File: src/rtl/bsa_pkg.sv
package bsa_pkg;

  typedef enum logic {
    CTL_IDLE = 1'b0,
    CTL_RUN  = 1'b1
  } ctl_state_e;

  // One-bit full adder: sum output
  function automatic logic fa_sum(input logic x, input logic y, input logic cin);
    return x ^ y ^ cin;
  endfunction

  // One-bit full adder: carry output (majority)
  function automatic logic fa_carry(input logic x, input logic y, input logic cin);
    return (x & y) | (x & cin) | (y & cin);
  endfunction

endpackage

File: src/rtl/bsa_ctrl.sv
module bsa_ctrl #(
  parameter int WORD_W = 4
) (
  input  logic clk,
  input  logic rst_n,
  input  logic start,
  output logic accept,
  output logic clear_carry,
  output logic last_bit,
  output logic running
);
  import bsa_pkg::*;

  localparam int CNT_W = (WORD_W > 1) ? $clog2(WORD_W) : 1;
  localparam logic [CNT_W-1:0] LAST_IDX = CNT_W'(WORD_W - 1);

  ctl_state_e        state_q, state_d;
  logic [CNT_W-1:0]  idx_q, idx_d;
  logic              open_word;

  assign open_word   = (state_q == CTL_IDLE) && start;
  assign running     = (state_q == CTL_RUN);
  assign accept      = open_word || running;
  assign clear_carry = open_word;
  // index of the bit taken this clock: 0 on the opening clock
  assign last_bit    = open_word ? (WORD_W == 1) : (running && idx_q == LAST_IDX);

  always_comb begin
    state_d = state_q;
    idx_d   = idx_q;
    if (open_word) begin
      idx_d   = CNT_W'(1);
      state_d = (WORD_W == 1) ? CTL_IDLE : CTL_RUN;
    end else if (running) begin
      if (idx_q == LAST_IDX) begin
        state_d = CTL_IDLE;
        idx_d   = '0;
      end else begin
        idx_d = idx_q + CNT_W'(1);
      end
    end
  end

  always_ff @(posedge clk or negedge rst_n) begin
    if (!rst_n) begin
      state_q <= CTL_IDLE;
      idx_q   <= '0;
    end else begin
      state_q <= state_d;
      idx_q   <= idx_d;
    end
  end

  AST_IDX_RANGE: assert property (@(posedge clk) disable iff (!rst_n)
    idx_q <= LAST_IDX);
  AST_RUN_HOLDS: assert property (@(posedge clk) disable iff (!rst_n)
    (running && idx_q != LAST_IDX) |=> running);
  AST_IDLE_AFTER_LAST: assert property (@(posedge clk) disable iff (!rst_n)
    (running && idx_q == LAST_IDX) |=> !running || WORD_W == 1);

endmodule

File: src/rtl/bsa_datapath.sv
module bsa_datapath (
  input  logic clk,
  input  logic rst_n,
  input  logic a_bit,
  input  logic b_bit,
  input  logic accept,
  input  logic clear_carry,
  input  logic last_bit,
  output logic sum_bit,
  output logic sum_valid,
  output logic word_done,
  output logic carry_out
);
  import bsa_pkg::*;

  logic carry_q;
  logic cin;
  logic fa_s, fa_c;

  assign cin  = clear_carry ? 1'b0 : carry_q;
  assign fa_s = fa_sum(a_bit, b_bit, cin);
  assign fa_c = fa_carry(a_bit, b_bit, cin);

  always_ff @(posedge clk or negedge rst_n) begin
    if (!rst_n) begin
      carry_q   <= 1'b0;
      sum_bit   <= 1'b0;
      sum_valid <= 1'b0;
      word_done <= 1'b0;
      carry_out <= 1'b0;
    end else begin
      sum_valid <= accept;
      word_done <= accept && last_bit;
      sum_bit   <= accept ? fa_s : 1'b0;
      if (accept)            carry_q   <= fa_c;
      if (accept && last_bit) carry_out <= fa_c;
    end
  end

  AST_VALID_FOLLOWS_ACCEPT: assert property (@(posedge clk) disable iff (!rst_n)
    accept |=> sum_valid);
  AST_NO_VALID_IDLE: assert property (@(posedge clk) disable iff (!rst_n)
    !accept |=> !sum_valid);
  AST_SUM_ZERO: assert property (@(posedge clk) disable iff (!rst_n)
    !sum_valid |-> !sum_bit);
  AST_COUT_STABLE: assert property (@(posedge clk) disable iff (!rst_n)
    !(accept && last_bit) |=> $stable(carry_out));

endmodule

File: src/rtl/bit_serial_adder.sv
module bit_serial_adder #(
  parameter int WORD_W = 4
) (
  input  logic clk,
  input  logic rst_n,
  input  logic start,
  input  logic a_bit,
  input  logic b_bit,
  output logic sum_bit,
  output logic sum_valid,
  output logic carry_out,
  output logic word_done
);

  logic accept_w, clear_w, last_w, running_w;

  bsa_ctrl #(.WORD_W(WORD_W)) u_ctrl (
    .clk        (clk),
    .rst_n      (rst_n),
    .start      (start),
    .accept     (accept_w),
    .clear_carry(clear_w),
    .last_bit   (last_w),
    .running    (running_w)
  );

  bsa_datapath u_dp (
    .clk        (clk),
    .rst_n      (rst_n),
    .a_bit      (a_bit),
    .b_bit      (b_bit),
    .accept     (accept_w),
    .clear_carry(clear_w),
    .last_bit   (last_w),
    .sum_bit    (sum_bit),
    .sum_valid  (sum_valid),
    .word_done  (word_done),
    .carry_out  (carry_out)
  );

  AST_DONE_HAS_VALID: assert property (@(posedge clk) disable iff (!rst_n)
    word_done |-> sum_valid);
  AST_LAST_GIVES_DONE: assert property (@(posedge clk) disable iff (!rst_n)
    last_w |=> word_done);
  AST_START_ONLY_IDLE: assert property (@(posedge clk) disable iff (!rst_n)
    clear_w |-> !running_w);

endmodule

File: config.mk
export PLATFORM = sky130hd
export DESIGN_NAME = bit_serial_adder
export DESIGN_NICKNAME = d
export VERILOG_FILES = /design/src/rtl/bsa_pkg.sv /design/src/rtl/bsa_ctrl.sv /design/src/rtl/bsa_datapath.sv /design/src/rtl/bit_serial_adder.sv
export SDC_FILE = /design/constraint.sdc
export NUM_CORES = 1
export LEC_CHECK = 0
export ABC_CLOCK_PERIOD_IN_PS = 4600
export BUFFER_PORTS_ARGS = -buffer_cell sky130_fd_sc_hd__buf_2
export CAP_MARGIN = 40
export CORE_AREA = 2 2 39 41
export DETAILED_ROUTE_END_ITERATION = 12
export DIE_AREA = 0 0 41 43
export MAX_ROUTING_LAYER = met4
export PLACE_DENSITY_LB_ADDON = 0.3
export SKIP_CTS_REPAIR_TIMING = 1
export SYNTH_ARGS = -nofsm -noshare
export SYNTH_HDL_FRONTEND = slang
export SYNTH_SLANG_ARGS = --single-unit
File: constraint.sdc
create_clock -name clk -period 4.6 [get_ports clk]
set_clock_uncertainty 0.15 [all_clocks]
set_input_delay 0.23 -clock clk [delete_from_list [all_inputs] [get_ports clk]]
set_output_delay 0.23 -clock clk [all_outputs]
set_load 0.02 [all_outputs]
==> impl_results.html <==
<table>
<tr><th>Metric</th><th>Value</th></tr>
<tr><th colspan="2">Run status</th></tr>
<tr><td>Run status</td><td>finished, final reports clean</td></tr>
<tr><th colspan="2">Global route</th></tr>
<tr><td>Global-route usage over all layers</td><td>0.0780</td></tr>
<tr><td>Remaining global-route overflow</td><td>0</td></tr>
<tr><td>Number of global-route vias before repair</td><td>between 200 and 250</td></tr>
<tr><td>Largest net degree at the start of global routing</td><td>9</td></tr>
<tr><td>Global-route wire length before repair</td><td>862 um</td></tr>
<tr><td>Number of antenna violations at the first check in global routing</td><td>0</td></tr>
<tr><th colspan="2">Detailed routing</th></tr>
<tr><td>Violation count after the first detailed-route iteration</td><td>3</td></tr>
<tr><td>Routed wirelength normalized by instance count</td><td>~10 um</td></tr>
<tr><td>Antenna viol nets, final</td><td>0</td></tr>
<tr><td>Detailed Route WL</td><td>around 520 um</td></tr>
<tr><td>Drt drc</td><td>0</td></tr>
<tr><td>Routed vias/inst</td><td>around 4.1</td></tr>
<tr><td>Drt first pass iters</td><td>4</td></tr>
<tr><td>Routed vias</td><td>slightly above 200</td></tr>
<tr><th colspan="2">Critical path</th></tr>
<tr><td>Critical path capture point type</td><td>flop</td></tr>
<tr><td>Buffers &amp; Inverters on Critical Path</td><td>1</td></tr>
<tr><td>Required time of the worst setup path</td><td>4.59 ns</td></tr>
<tr><td>Startpoint kind of the worst setup timing path</td><td>flop</td></tr>
<tr><td>Worst Path Arrival</td><td>1.48 ns</td></tr>
<tr><td>Slowest cell on crit path</td><td>dfrtp_1</td></tr>
<tr><td>CP Class</td><td>flop to flop</td></tr>
<tr><td>Largest delay share family, worst path</td><td>flip-flops</td></tr>
<tr><td>Biggest fanout along the worst timing path</td><td>6</td></tr>
<tr><td>Cell chain of the critical path</td><td>inv_1, a21boi_1, fa_1, mux2_4</td></tr>
<tr><td>Peak per-stage delay on the critical path</td><td>0.43 ns</td></tr>
<tr><th colspan="2">Layout</th></tr>
<tr><td>Share of cells above drive strength 1</td><td>0.441</td></tr>
<tr><td>Area delta synth-&gt;final</td><td>28.5%</td></tr>
<tr><td>Number of standard cells in the final layout excluding fillers</td><td>50</td></tr>
<tr><td>Most frequent cells in the layout</td><td>8 x buf_2, 8 x dfrtp_1, 3 x clkbuf_4, 2 x inv_1, 2 x mux2_4</td></tr>
<tr><td>Count of antenna diodes in the layout</td><td>0</td></tr>
<tr><td>Layout Nets</td><td>between 40 and 50</td></tr>
<tr><td>Filler Cells Inserted</td><td>around 140</td></tr>
<tr><th colspan="2">Yosys</th></tr>
<tr><td>Average cell area after synthesis</td><td>14.8 sq um</td></tr>
<tr><td>Proportion of synthesized chip area in sequential cells</td><td>0.615</td></tr>
<tr><td>Multiplexer share of the synthesized area</td><td>0.0923</td></tr>
<tr><td>Compound-cell area share of the yosys netlist</td><td>0.0923</td></tr>
<tr><td>Number of distinct standard cells referenced by the synthesized netlist</td><td>13</td></tr>
<tr><td>Area share of the largest cell type after synthesis</td><td>0.615</td></tr>
<tr><td>Ranking of synthesized cells by area</td><td>dfrtp_1 62%, mux2_4 9.2%, fa_1 6.2%</td></tr>
<tr><td>Number of synthesized register bits</td><td>8</td></tr>
<tr><td>Netlist area before placement</td><td>325 sq um</td></tr>
<tr><td>Library cell occupying the most area in the post-synthesis netlist</td><td>dfrtp_1</td></tr>
<tr><td>Dominant combinational cell family by area after synthesis</td><td>adder cells</td></tr>
<tr><td>Xor-xnor portion of the synthesized cell area</td><td>0</td></tr>
<tr><td>Arithmetic-cell share of the synthesized area counting full adders, half adders and majority gates</td><td>0.100</td></tr>
<tr><td>Ys Warns</td><td>0</td></tr>
<tr><td>Synthesized instance count</td><td>22</td></tr>
<tr><td>Simple-gate share of the synthesized area</td><td>0.0769</td></tr>
<tr><td>Post-Synthesis Net Count</td><td>29</td></tr>
<tr><th colspan="2">Clock network</th></tr>
<tr><td>Clock transition at the register clock pins on the worst setup and hold paths after CTS</td><td>0.05 ns</td></tr>
<tr><td>Clk Latency, worst-skew pair</td><td>around 0.25 ns</td></tr>
<tr><td>Clock net sink count</td><td>8</td></tr>
<tr><td>Buffer depth of the longest clock path</td><td>2</td></tr>
<tr><td>Clock tree root buffer cell</td><td>clkbuf_4</td></tr>
<tr><td>Maximum level of the CTS H-tree</td><td>1</td></tr>
<tr><td>TritonCTS buffer count</td><td>3</td></tr>
<tr><td>CTS tree</td><td>done</td></tr>
<tr><th colspan="2">Power</th></tr>
<tr><td>Lkg Pwr</td><td>about 0.2 nW</td></tr>
<tr><td>Worst voltage drop across the vdd grid</td><td>roughly 0.11 mV</td></tr>
<tr><td>Power per cell area</td><td>roughly 670 nW/um^2</td></tr>
<tr><th colspan="2">Placement</th></tr>
<tr><td>Buffers on Ports</td><td>8</td></tr>
<tr><td>Dpl cells</td><td>46</td></tr>
<tr><td>GP Congestion</td><td>0.627</td></tr>
<tr><th colspan="2">Die</th></tr>
<tr><td>Die footprint</td><td>approximately 1800 sq um</td></tr>
<tr><td>Floorplan core area</td><td>1380 sq um</td></tr>
<tr><td>Ports</td><td>9</td></tr>
<tr><td>Vertical die dimension</td><td>between 40 and 50 um</td></tr>
<tr><td>Row count</td><td>14</td></tr>
<tr><td>DIE WIDTH</td><td>a little over 40 um</td></tr>
<tr><td>Initial standard-cell utilization of the core</td><td>0.235</td></tr>
<tr><th colspan="2">Timing</th></tr>
<tr><td>Max Fclk</td><td>between 0.6 and 0.7 GHz</td></tr>
<tr><td>Slew HR</td><td>0.840</td></tr>
<tr><td>Unrepaired setup endpoints after global routing</td><td>no</td></tr>
<tr><td>TNS Setup</td><td>0 ns</td></tr>
<tr><td>Post-route clock period utilization</td><td>0.324</td></tr>
<tr><td>Slew at the pin closest to its max-slew limit</td><td>0.240 ns</td></tr>
<tr><td>Max-slew violation total from the final report</td><td>0</td></tr>
<tr><td>Hold WS</td><td>around 0.086 ns</td></tr>
<tr><td>Final hold violations</td><td>0</td></tr>
<tr><td>Count of final setup violators</td><td>0</td></tr>
<tr><td>Final min period</td><td>1.49 ns</td></tr>
<tr><th colspan="2">Min path</th></tr>
<tr><td>Min-Delay Path Class</td><td>input pin to flop</td></tr>
<tr><th colspan="2">Job</th></tr>
<tr><td>Number of max-capacitance violations reported</td><td>0</td></tr>
</table>
final timing paths:
kind	slack, ns	startpoint	to	cells after the start
setup / recovery	3.11	u_ctrl.running	u_dp.carry_q	4
min in group asynchronous	0.19	rst_n	u_dp.word_done	2
setup reg to reg	3.11	u_ctrl.running	u_dp.carry_q	4
hold reg to reg	0.36	u_ctrl.idx_q[1]	u_ctrl.idx_q[1]	1
max in group asynchronous	3.95	rst_n	u_ctrl.idx_q[0]	2
hold / removal	0.09	start	u_dp.sum_valid	3
per-stage QoR:
stage / utilization / worst slack, ns / total power [mW] / cell area, sq um
6_report: 0.302 / 3.11 / 0.280 / 418
4_1_cts: 0.295 / 3.10 / 0.285 / 408
3_3_place_gp: 0.278 / 3.14 / 0.223 / 385
2_1_floorplan: - / 3.17 / 0.197 / 325
5_1_grt: 0.302 / 3.05 / 0.302 / 418
3_5_place_dp: 0.278 / 3.10 / 0.229 / 385
worst reg2reg max path: cells and delay by family (launching register included):
kind / cells / cell delay (ns)
DFF: 1 / 0.43
adders and majority gates: 1 / 0.38
muxes: 1 / 0.28
buffers and inverters: 1 / 0.07
AOI/OAI and AO/OA: 1 / 0.07
routing by layer:
metal / wire length, um / vias to the layer above / share of wire / GRT usage
met5: 0 / - / 0 / -
met4: 19 / 0 / 0.036 / 0.0800
met3: 18 / 2 / 0.035 / 0.0157
met2: 288 / 6 / 0.55 / 0.113
met1: 196 / 97 / 0.38 / 0.0797
li1: - / 98 / - / -
kinds of logic (layout without fill, tap and decap cells):
kind of cell,Yosys count,count (layout)
mux,2,2
simple gates,4,4
fa+ha+maj,2,2
compound gates,4,4
buf+inv,2,14
flops,8,8
flip-flops by register name, summed over array words and instances, names as in the netlist:
name,cells
u_dp.word_done,1
u_ctrl.running,1
u_ctrl.idx_q,2
u_dp.sum_bit,1
u_dp.sum_valid,1
u_dp.carry_q,1
u_dp.carry_out,1
cell usage after synthesis, drive strengths merged:
cell and n:
dfrtp 8, inv 2, nor2 2, a21boi 1
a22o 1, and2 1, ha 1, fa 1
o31a 1, mux2 2, nor2b 1, o21ai 1
layout make-up:
cell class | instances | area, sq um | share of cell area
repair buffers | 9 | 50.0 | 0.120
multi-input cells | 12 | 118 | 0.281
flip-flops and latches | 8 | 200 | 0.479
well taps | 16 | 20.0 | 0.0479
clock buffers | 3 | 22.5 | 0.0539
inverters | 2 | 7.51 | 0.0180
power by group:
part           switching [mW]  internal, mW
clock                  0.0245        0.0299
combinational          0.0510        0.0556
sequential             0.0176         0.101
total                  0.0931         0.187
Note: power is estimated with default switching activity, not from simulation.
